==> src/rtl/xcvr_pkg.sv <==
package xcvr_pkg;
   typedef enum logic {
      OE_ACT_HIGH = 1'b0,
      OE_ACT_LOW  = 1'b1
   } oe_pol_e;
endpackage

==> src/rtl/xcvr_fall_det.sv <==
module xcvr_fall_det (
   input  logic clk,
   input  logic rst_n,
   input  logic strobe,
   output logic fall
);
   logic strobe_q;

   always_ff @(posedge clk) begin
      if (!rst_n) strobe_q <= 1'b0;
      else        strobe_q <= strobe;
   end

   assign fall = strobe_q & ~strobe;

   AST_ONE_LOAD_PER_EDGE: assert property (@(posedge clk) disable iff (!rst_n)
      fall |=> !fall);
endmodule

==> src/rtl/xcvr_lane.sv <==
module xcvr_lane #(
   parameter int               WIDTH  = 18,
   parameter xcvr_pkg::oe_pol_e OE_POL = xcvr_pkg::OE_ACT_HIGH
) (
   input  logic             clk,
   input  logic             rst_n,
   input  logic             gate,
   input  logic             strobe,
   input  logic             oe_raw,
   input  logic [WIDTH-1:0] din,
   output logic [WIDTH-1:0] dout,
   output logic             drive
);
   localparam logic [WIDTH-1:0] ZERO = '0;

   generate
      if (WIDTH < 1) begin : g_bad_width
         $error("xcvr_lane: WIDTH must be at least 1");
      end
   endgenerate

   logic             fall;
   logic             oe_on;
   logic [WIDTH-1:0] hold_q;

   xcvr_fall_det u_fall (
      .clk    (clk),
      .rst_n  (rst_n),
      .strobe (strobe),
      .fall   (fall)
   );

   always_ff @(posedge clk) begin
      if (!rst_n)           hold_q <= ZERO;
      else if (gate || fall) hold_q <= din;
   end

   assign dout = gate ? din : hold_q;

   generate
      if (OE_POL == xcvr_pkg::OE_ACT_LOW) begin : g_oe_low
         assign oe_on = ~oe_raw;
      end else begin : g_oe_high
         assign oe_on = oe_raw;
      end
   endgenerate

   assign drive = oe_on & rst_n;

   AST_HOLD_STEADY: assert property (@(posedge clk) disable iff (!rst_n)
      ($past(rst_n) && !gate && !$past(gate) && !($past(strobe, 2) && !$past(strobe)))
      |-> dout == $past(dout));

   AST_EDGE_LOAD: assert property (@(posedge clk) disable iff (!rst_n)
      ($past(rst_n) && !gate && $past(strobe) && !strobe)
      |=> (gate || dout == $past(din)));

   AST_RESET_CLEAR: assert property (@(posedge clk) disable iff (!rst_n)
      (!$past(rst_n) && !gate) |-> dout == ZERO);
endmodule

==> src/rtl/bidir_hold_xcvr.sv <==
module bidir_hold_xcvr #(
   parameter int WIDTH = 18
) (
   input  logic             clk,
   input  logic             rst_n,
   input  logic [WIDTH-1:0] a_in,
   output logic [WIDTH-1:0] a_out,
   output logic             a_drive,
   input  logic [WIDTH-1:0] b_in,
   output logic [WIDTH-1:0] b_out,
   output logic             b_drive,
   input  logic             ab_oe,
   input  logic             ab_le,
   input  logic             ab_dclk,
   input  logic             ba_oe_n,
   input  logic             ba_le,
   input  logic             ba_dclk
);
   generate
      if (WIDTH < 1 || WIDTH > 1024) begin : g_bad_width
         $error("bidir_hold_xcvr: WIDTH out of range 1..1024");
      end
   endgenerate

   xcvr_lane #(.WIDTH(WIDTH), .OE_POL(xcvr_pkg::OE_ACT_HIGH)) u_a2b (
      .clk    (clk),
      .rst_n  (rst_n),
      .gate   (ab_le),
      .strobe (ab_dclk),
      .oe_raw (ab_oe),
      .din    (a_in),
      .dout   (b_out),
      .drive  (b_drive)
   );

   xcvr_lane #(.WIDTH(WIDTH), .OE_POL(xcvr_pkg::OE_ACT_LOW)) u_b2a (
      .clk    (clk),
      .rst_n  (rst_n),
      .gate   (ba_le),
      .strobe (ba_dclk),
      .oe_raw (ba_oe_n),
      .din    (b_in),
      .dout   (a_out),
      .drive  (a_drive)
   );

   AST_A2B_TRANSPARENT: assert property (@(posedge clk) disable iff (!rst_n)
      ab_le |-> b_out == a_in);
   AST_B2A_TRANSPARENT: assert property (@(posedge clk) disable iff (!rst_n)
      ba_le |-> a_out == b_in);
   AST_A2B_OE_HIGH: assert property (@(posedge clk) disable iff (!rst_n)
      b_drive == ab_oe);
   AST_B2A_OE_LOW: assert property (@(posedge clk) disable iff (!rst_n)
      a_drive == !ba_oe_n);
   AST_RESET_NO_DRIVE: assert property (@(posedge clk)
      !rst_n |-> (!a_drive && !b_drive));
   AST_BOTH_DRIVE: assert property (@(posedge clk) disable iff (!rst_n)
      (ab_oe && !ba_oe_n) |-> (a_drive && b_drive));
   COV_CONTENTION: cover property (@(posedge clk) disable iff (!rst_n)
      a_drive && b_drive);
endmodule

==> config.mk <==
export PLATFORM = sky130hd
export DESIGN_NAME = bidir_hold_xcvr
export DESIGN_NICKNAME = d
export VERILOG_FILES = /design/src/rtl/xcvr_pkg.sv /design/src/rtl/xcvr_fall_det.sv /design/src/rtl/xcvr_lane.sv /design/src/rtl/bidir_hold_xcvr.sv
export SDC_FILE = /design/constraint.sdc
export NUM_CORES = 1
export LEC_CHECK = 0
export BUFFER_PORTS_ARGS = -buffer_cell sky130_fd_sc_hd__buf_4
export CORE_ASPECT_RATIO = 1.4
export CORE_UTILIZATION = 48
export DETAILED_ROUTE_END_ITERATION = 16
export PLACE_DENSITY = 0.89
export SLEW_MARGIN = 20
export SYNTH_ARGS = -nofsm -noshare
export SYNTH_HDL_FRONTEND = slang
export SYNTH_HIERARCHICAL = 1
export SYNTH_SLANG_ARGS = --single-unit
==> constraint.sdc <==
create_clock -name clk -period 1.7 [get_ports clk]
set_clock_uncertainty 0.1 [all_clocks]
set_input_delay 0.085 -clock clk [delete_from_list [all_inputs] [get_ports clk]]
set_output_delay 0.085 -clock clk [all_outputs]
set_load 0.005 [all_outputs]
==> flow_summary.json, run 1 <==
{
  "endpoint_kind": "flop",
  "synth_cell_types": 16,
  "dp_slack_ns": 0.168,
  "clk_path_buf_depth": 2,
  "crit_chain": "and2b_2 > or2_1 > o21ai_0",
  "fin_nets": 366,
  "grt_pass1_vias": 1899,
  "drive_gt1_frac": 0.480,
  "cp_slowest_stage_delay_ns": 0.61,
  "grt_overflow": 0,
  "period_share": 0.891,
  "arrival_ns": 1.55,
  "syn2layout_area_growth_pct": 50.4,
  "fin_crit_ns": 1.52,
  "synth_area_leaders": "dfxtp_1 37%, mux2_2 20%, o211ai_1 13%, o21ai_2 8.6%, nand2_1 6.6%",
  "synth_top_area_frac": 0.372,
  "n_antenna_cell": 0,
  "violations": "design-rule violations",
  "drtIter0Drc": 61,
  "max_slew_margin": 0.475,
  "dr.pass1.iters": 10,
  "layout.cells.most_common_list": "86 x buf_4, 38 x dlygate4sd3_1, 38 x dfxtp_1",
  "route.detailed.drc": 6,
  "h-tree-depth": 2,
  "synth_top_cell_by_area": "dfxtp_1",
  "numCtsBuffers": 5,
  "cts_setup_buffers": 0,
  "setup_viol": 0,
  "place_congestion": 0.703,
  "pwr-share-comb": 0.254,
  "synth_area_sq_um": 2050,
  "power.switching_uw": 564,
  "finalInstanceArea_sq_um": 3080,
  "status": "finished, violations left",
  "final_hold_viol_count": 0,
  "vias": 1997,
  "n_fill_cell": 281,
  "cp_max_fo": 18,
  "fmax_mhz": 660,
  "report.final.slew_viol_count": 0,
  "power.total_mw": 2.17,
  "peakVddDrop_mv": 0.575,
  "crit_required_ns": 1.74,
  "syn_inst": 214,
  "clock_sinks": 38,
  "antenna_found_initial": 0,
  "worstSetupStartpointType": "flop",
  "setup_ws_ns": 0.185,
  "dpl_cell_area_sq_um": 2600,
  "cts_tree": "done",
  "p_per_area_nw_per_um2": 703,
  "syn-num-nets": 258,
  "antenna_left": 0,
  "fp.dieW_um": 57.2,
  "initial_core_util": 0.509,
  "hold_buffers": 38,
  "coreArea_sq_um": 4020,
  "avgSynthCellArea_sq_um": 9.57,
  "grt_max_degree": 43,
  "fin_setup_tns_ns": 0,
  "final_common_cell": "buf_4",
  "insertion_delay_ns": 0.28,
  "grt.total_usage": 0.244,
  "dp_cells": 320,
  "die_h_um": 79.3,
  "wl_um": 5450,
  "seq_power_share": 0.452,
  "grt_setup_unrepaired": "false",
  "cts_resized": 0,
  "cp_slowest_cell": "or2_1",
  "worst_slew_pin_slew_ns": 0.788,
  "p_leak_nw": 1.29,
  "stdcell_count": 366,
  "clk_pin_slew_worst_paths_ns": 0.07,
  "numPortBuffers": 81,
  "p_int_mw": 1.60,
  "power_frac_clock": 0.294,
  "ys_warn_count": 6,
  "grt_pass1_wl_um": 8540,
  "wl_per_cell_um": 14.9,
  "synth-seq-cells": 38,
  "swShare": 0.260,
  "num_rows": 27,
  "hold_class": "input pin to flop",
  "io_pins": 82,
  "ys_seq_area_frac": 0.372,
  "place_hpwl_um": 3290,
  "clock-root-buffer": "clkbuf_8",
  "viasPerCell": 5.46,
  "dieArea_sq_um": 4530,
  "max_cap_viol_count": 0,
  "crit_type": "flop to flop"
}
[worst max-delay path: cells and delay by family, from the launching register on]
| kind | cells | cell delay [ns] |
|---|---|---|
| and+or+nand+nor | 2 | 0.75 |
| DFF | 1 | 0.30 |
| AOI/OAI and AO/OA | 1 | 0.21 |
[logic make-up after synthesis]
group                  Yosys count  share of synthesized area
AND/OR/NAND/NOR                 44                     0.0941
buffers and inverters           24                     0.0795
AO/OA/AOI/OAI                   72                      0.257
multiplexers                    36                      0.198
flip-flops                      38                      0.372
[layer usage]
layer / global-route usage / vias up / share of wire
li1: - / 995 / -
met1: 0.250 / 920 / 0.36
met2: 0.473 / 69 / 0.57
met3: 0.0309 / 13 / 0.042
met4: 0.120 / 0 / 0.026
met5: 0 / - / 0
[worst paths after layout]
path	start	endpoint	slack, ns	cells after the start
hold reg to reg	u_b2a/hold_q[9]	u_b2a/hold_q[9]	0.36	2
hold / removal	ab_le	u_a2b/hold_q[17]	0.10	3
setup / recovery	u_a2b/u_fall/strobe_q	u_a2b/hold_q[0]	0.18	3
setup reg to reg	u_a2b/u_fall/strobe_q	u_a2b/hold_q[0]	0.18	3
[flip-flops by register name (all words and copies together) (netlist names)]
register and cells:
u_a2b/hold_q 18, u_b2a/hold_q 18, u_a2b/u_fall/strobe_q 1, u_b2a/u_fall/strobe_q 1
[cell usage after synthesis (all sizes together)]
master	number
and2	3
and2b	2
buf	18
clkbuf	6
dfxtp	38
mux2	36
nand2	36
nor2b	1
o211ai	36
o21ai	36
or2	2
[area by class of cell]
type                       count  area [sq um]  share of cell area
clock buffer                   6          82.6              0.0268
clock inverter                 2          12.5             0.00406
multi-input combinational    152          1120               0.365
sequential                    38           761               0.247
tap                           43          53.8              0.0175
timing repair buffer         125          1050               0.340
[power by group through the flow]
stage / Sequential, mW / Clock, mW / Combinational (mW)
floorplan: 0.988 / 0 / 0.266
global placement: 0.996 / 0 / 0.459
detailed placement: 0.997 / 0 / 0.471
CTS: 0.977 / 0.650 / 0.544
global route: 0.985 / 0.687 / 0.591
finish: 0.978 / 0.637 / 0.550
[metrics by stage]
stage | hold slack [ns] | utilization
floorplan | 0.100 | -
global placement | 0.209 | 0.648
detailed placement | 0.213 | 0.648
CTS | 0.105 | 0.766
global route | 0.136 | 0.766
finish | 0.105 | 0.766
Note: power is estimated with default switching activity, not from simulation.
==> run 2, diff against run 1 <==
CELL_PAD_IN_SITES_DETAIL_PLACEMENT = 0   (was not set)
CELL_PAD_IN_SITES_GLOBAL_PLACEMENT = 2   (was not set)
CORE_UTILIZATION = 28   (was 48)
MAX_ROUTING_LAYER = met4   (was not set)
PLACE_DENSITY = 0.9   (was 0.89)
SKIP_CTS_REPAIR_TIMING = 1   (was not set)
==> run 2 against run 1 <==
Effect of this change: the flow now finishes without violations; via count down 2.3%; sequential share of layout area is 0.51 points lower; power is 0.28% higher; clock power increased by 3%; critical path type unchanged.
==> flow_summary.json, run 2 (synthesis results as in run 1) <==
{
  "status": "finished, final reports clean",
  "antenna_left": 0,
  "final_hold_viol_count": 0,
  "report.final.slew_viol_count": 0,
  "power.total_mw": 2.17,
  "cp_slowest_cell": "or2_1",
  "initial_core_util": 0.291,
  "worstSetupStartpointType": "flop",
  "route.detailed.drc": 0,
  "dp_cells": 372,
  "die_h_um": 103,
  "grt_pass1_vias": 1645,
  "place_hpwl_um": 3340,
  "reg2reg_from": "u_a2b/u_fall/strobe_q",
  "grt_setup_unrepaired": "false",
  "period_share": 0.912,
  "fin_crit_ns": 1.55,
  "numPortBuffers": 81,
  "grt.total_usage": 0.127,
  "cp_max_fo": 18,
  "final_util": 0.447,
  "wl_per_cell_um": 12.5,
  "critPathBufInv": 0,
  "hold_class": "input pin to flop",
  "insertion_delay_ns": 0.29,
  "whs_endpoint": "u_b2a/hold_q[17]",
  "drive_gt1_frac": 0.480,
  "fin_nets": 366,
  "clk_pin_slew_worst_paths_ns": 0.08,
  "min_from": "ba_le",
  "cp_num_cells": 3,
  "reg2reg_slack_ns": 0.15,
  "seq_power_share": 0.450,
  "arrival_ns": 1.59,
  "io_pins": 82,
  "numCtsBuffers": 5,
  "endpoint_kind": "flop",
  "fin_setup_tns_ns": 0,
  "setup_ws_ns": 0.149,
  "dp_slack_ns": 0.140,
  "max_cap_viol_count": 0,
  "p_leak_nw": 1.29,
  "peakVddDrop_mv": 0.344,
  "reg_top3": "u_a2b/hold_q: 18 flops, u_b2a/hold_q: 18 flops",
  "grt_overflow": 0,
  "worst_slew_pin_slew_ns": 0.836,
  "power.switching_uw": 570,
  "final_common_cell": "buf_4",
  "fp.dieW_um": 74.3,
  "grt_pass1_wl_um": 7360,
  "n_antenna_cell": 0,
  "whs_path_depth": 3,
  "clk_path_buf_depth": 2,
  "num_rows": 36,
  "pwr-share-comb": 0.250,
  "dieArea_sq_um": 7660,
  "antenna_found_initial": 0,
  "power_frac_clock": 0.301,
  "worstRegToRegCells": 3,
  "clock_sinks": 38,
  "swShare": 0.263,
  "crit_required_ns": 1.74,
  "crit_type": "flop to flop",
  "cts_tree": "done",
  "place_congestion": 0.742,
  "crit_chain": "and2b_2 > or2_1 > o21ai_0",
  "critical_path.top_delay_family": "simple AND/OR/NAND/NOR gates",
  "setup_viol": 0,
  "fmax_mhz": 645,
  "viasPerCell": 4.67,
  "layout.cells.most_common_list": "86 x buf_4, 38 x dlygate4sd3_1, 38 x dfxtp_1",
  "stdcell_count": 418,
  "dr.pass1.iters": 4,
  "coreArea_sq_um": 7030,
  "syn2layout_area_growth_pct": 53.6,
  "p_per_area_nw_per_um2": 691,
  "n_fill_cell": 714,
  "wl_um": 5220,
  "grt_max_degree": 34,
  "vias": 1951,
  "p_int_mw": 1.60,
  "rr_endpoint": "u_a2b/hold_q[14]",
  "clock-root-buffer": "clkbuf_8",
  "cp_slowest_stage_delay_ns": 0.64,
  "drtIter0Drc": 83,
  "max_slew_margin": 0.442,
  "h-tree-depth": 2
}
-- run 2: per-stage QoR --
stage / hold WS, ns / cell area, sq um
finish: 0.0869 / 3140
global route: 0.0925 / 3140
CTS: -0.0947 / 2760
detailed placement: 0.217 / 2670
global placement: 0.214 / 2670
floorplan: 0.100 / 2050
-- run 2: area by class of cell --
type	instances	area, sq um	area share
repair buffers	125	1050	0.333
well taps	95	119	0.0378
flip-flops and latches	38	761	0.242
multi-input cells	152	1120	0.357
clock inverters	2	12.5	0.00398
clock buffers	6	82.6	0.0263
-- run 2: worst max-delay path by stage --
stage | from | to | slack, ns
2_1_floorplan | u_a2b/u_fall/strobe_q | u_a2b/hold_q[10] | 0.35
3_3_place_gp | u_a2b/u_fall/strobe_q | u_a2b/hold_q[14] | 0.19
3_5_place_dp | u_a2b/u_fall/strobe_q | u_a2b/hold_q[14] | 0.14
4_1_cts | u_a2b/u_fall/strobe_q | u_a2b/hold_q[14] | 0.13
5_1_grt | u_a2b/u_fall/strobe_q | u_a2b/hold_q[14] | 0.02
6_report | u_a2b/u_fall/strobe_q | u_a2b/hold_q[14] | 0.15
-- run 2: worst min-delay path, cell delays in order --
cell and delay, ns:
buf_4 0.18, o211ai_1 0.11, o21ai_0 0.07
-- run 2: per-layer routing --
| metal | track usage | vias up | wire length, um | part of all wire |
|---|---|---|---|---|
| met3 | 0.0283 | 6 | 224 | 0.043 |
| met4 | 0.0493 | 0 | 62 | 0.012 |
| met2 | 0.223 | 52 | 2700 | 0.52 |
| met5 | - | - | 0 | 0 |
| li1 | - | 987 | - | - |
| met1 | 0.137 | 906 | 2230 | 0.43 |
-- run 2: power groups by stage --
stage	Clock [mW]	Sequential (mW)	Combinational [mW]
floorplan	0	0.988	0.266
global placement	0	0.997	0.469
detailed placement	0	0.997	0.476
CTS	0.684	0.976	0.478
global route	0.715	0.983	0.591
finish	0.653	0.976	0.543
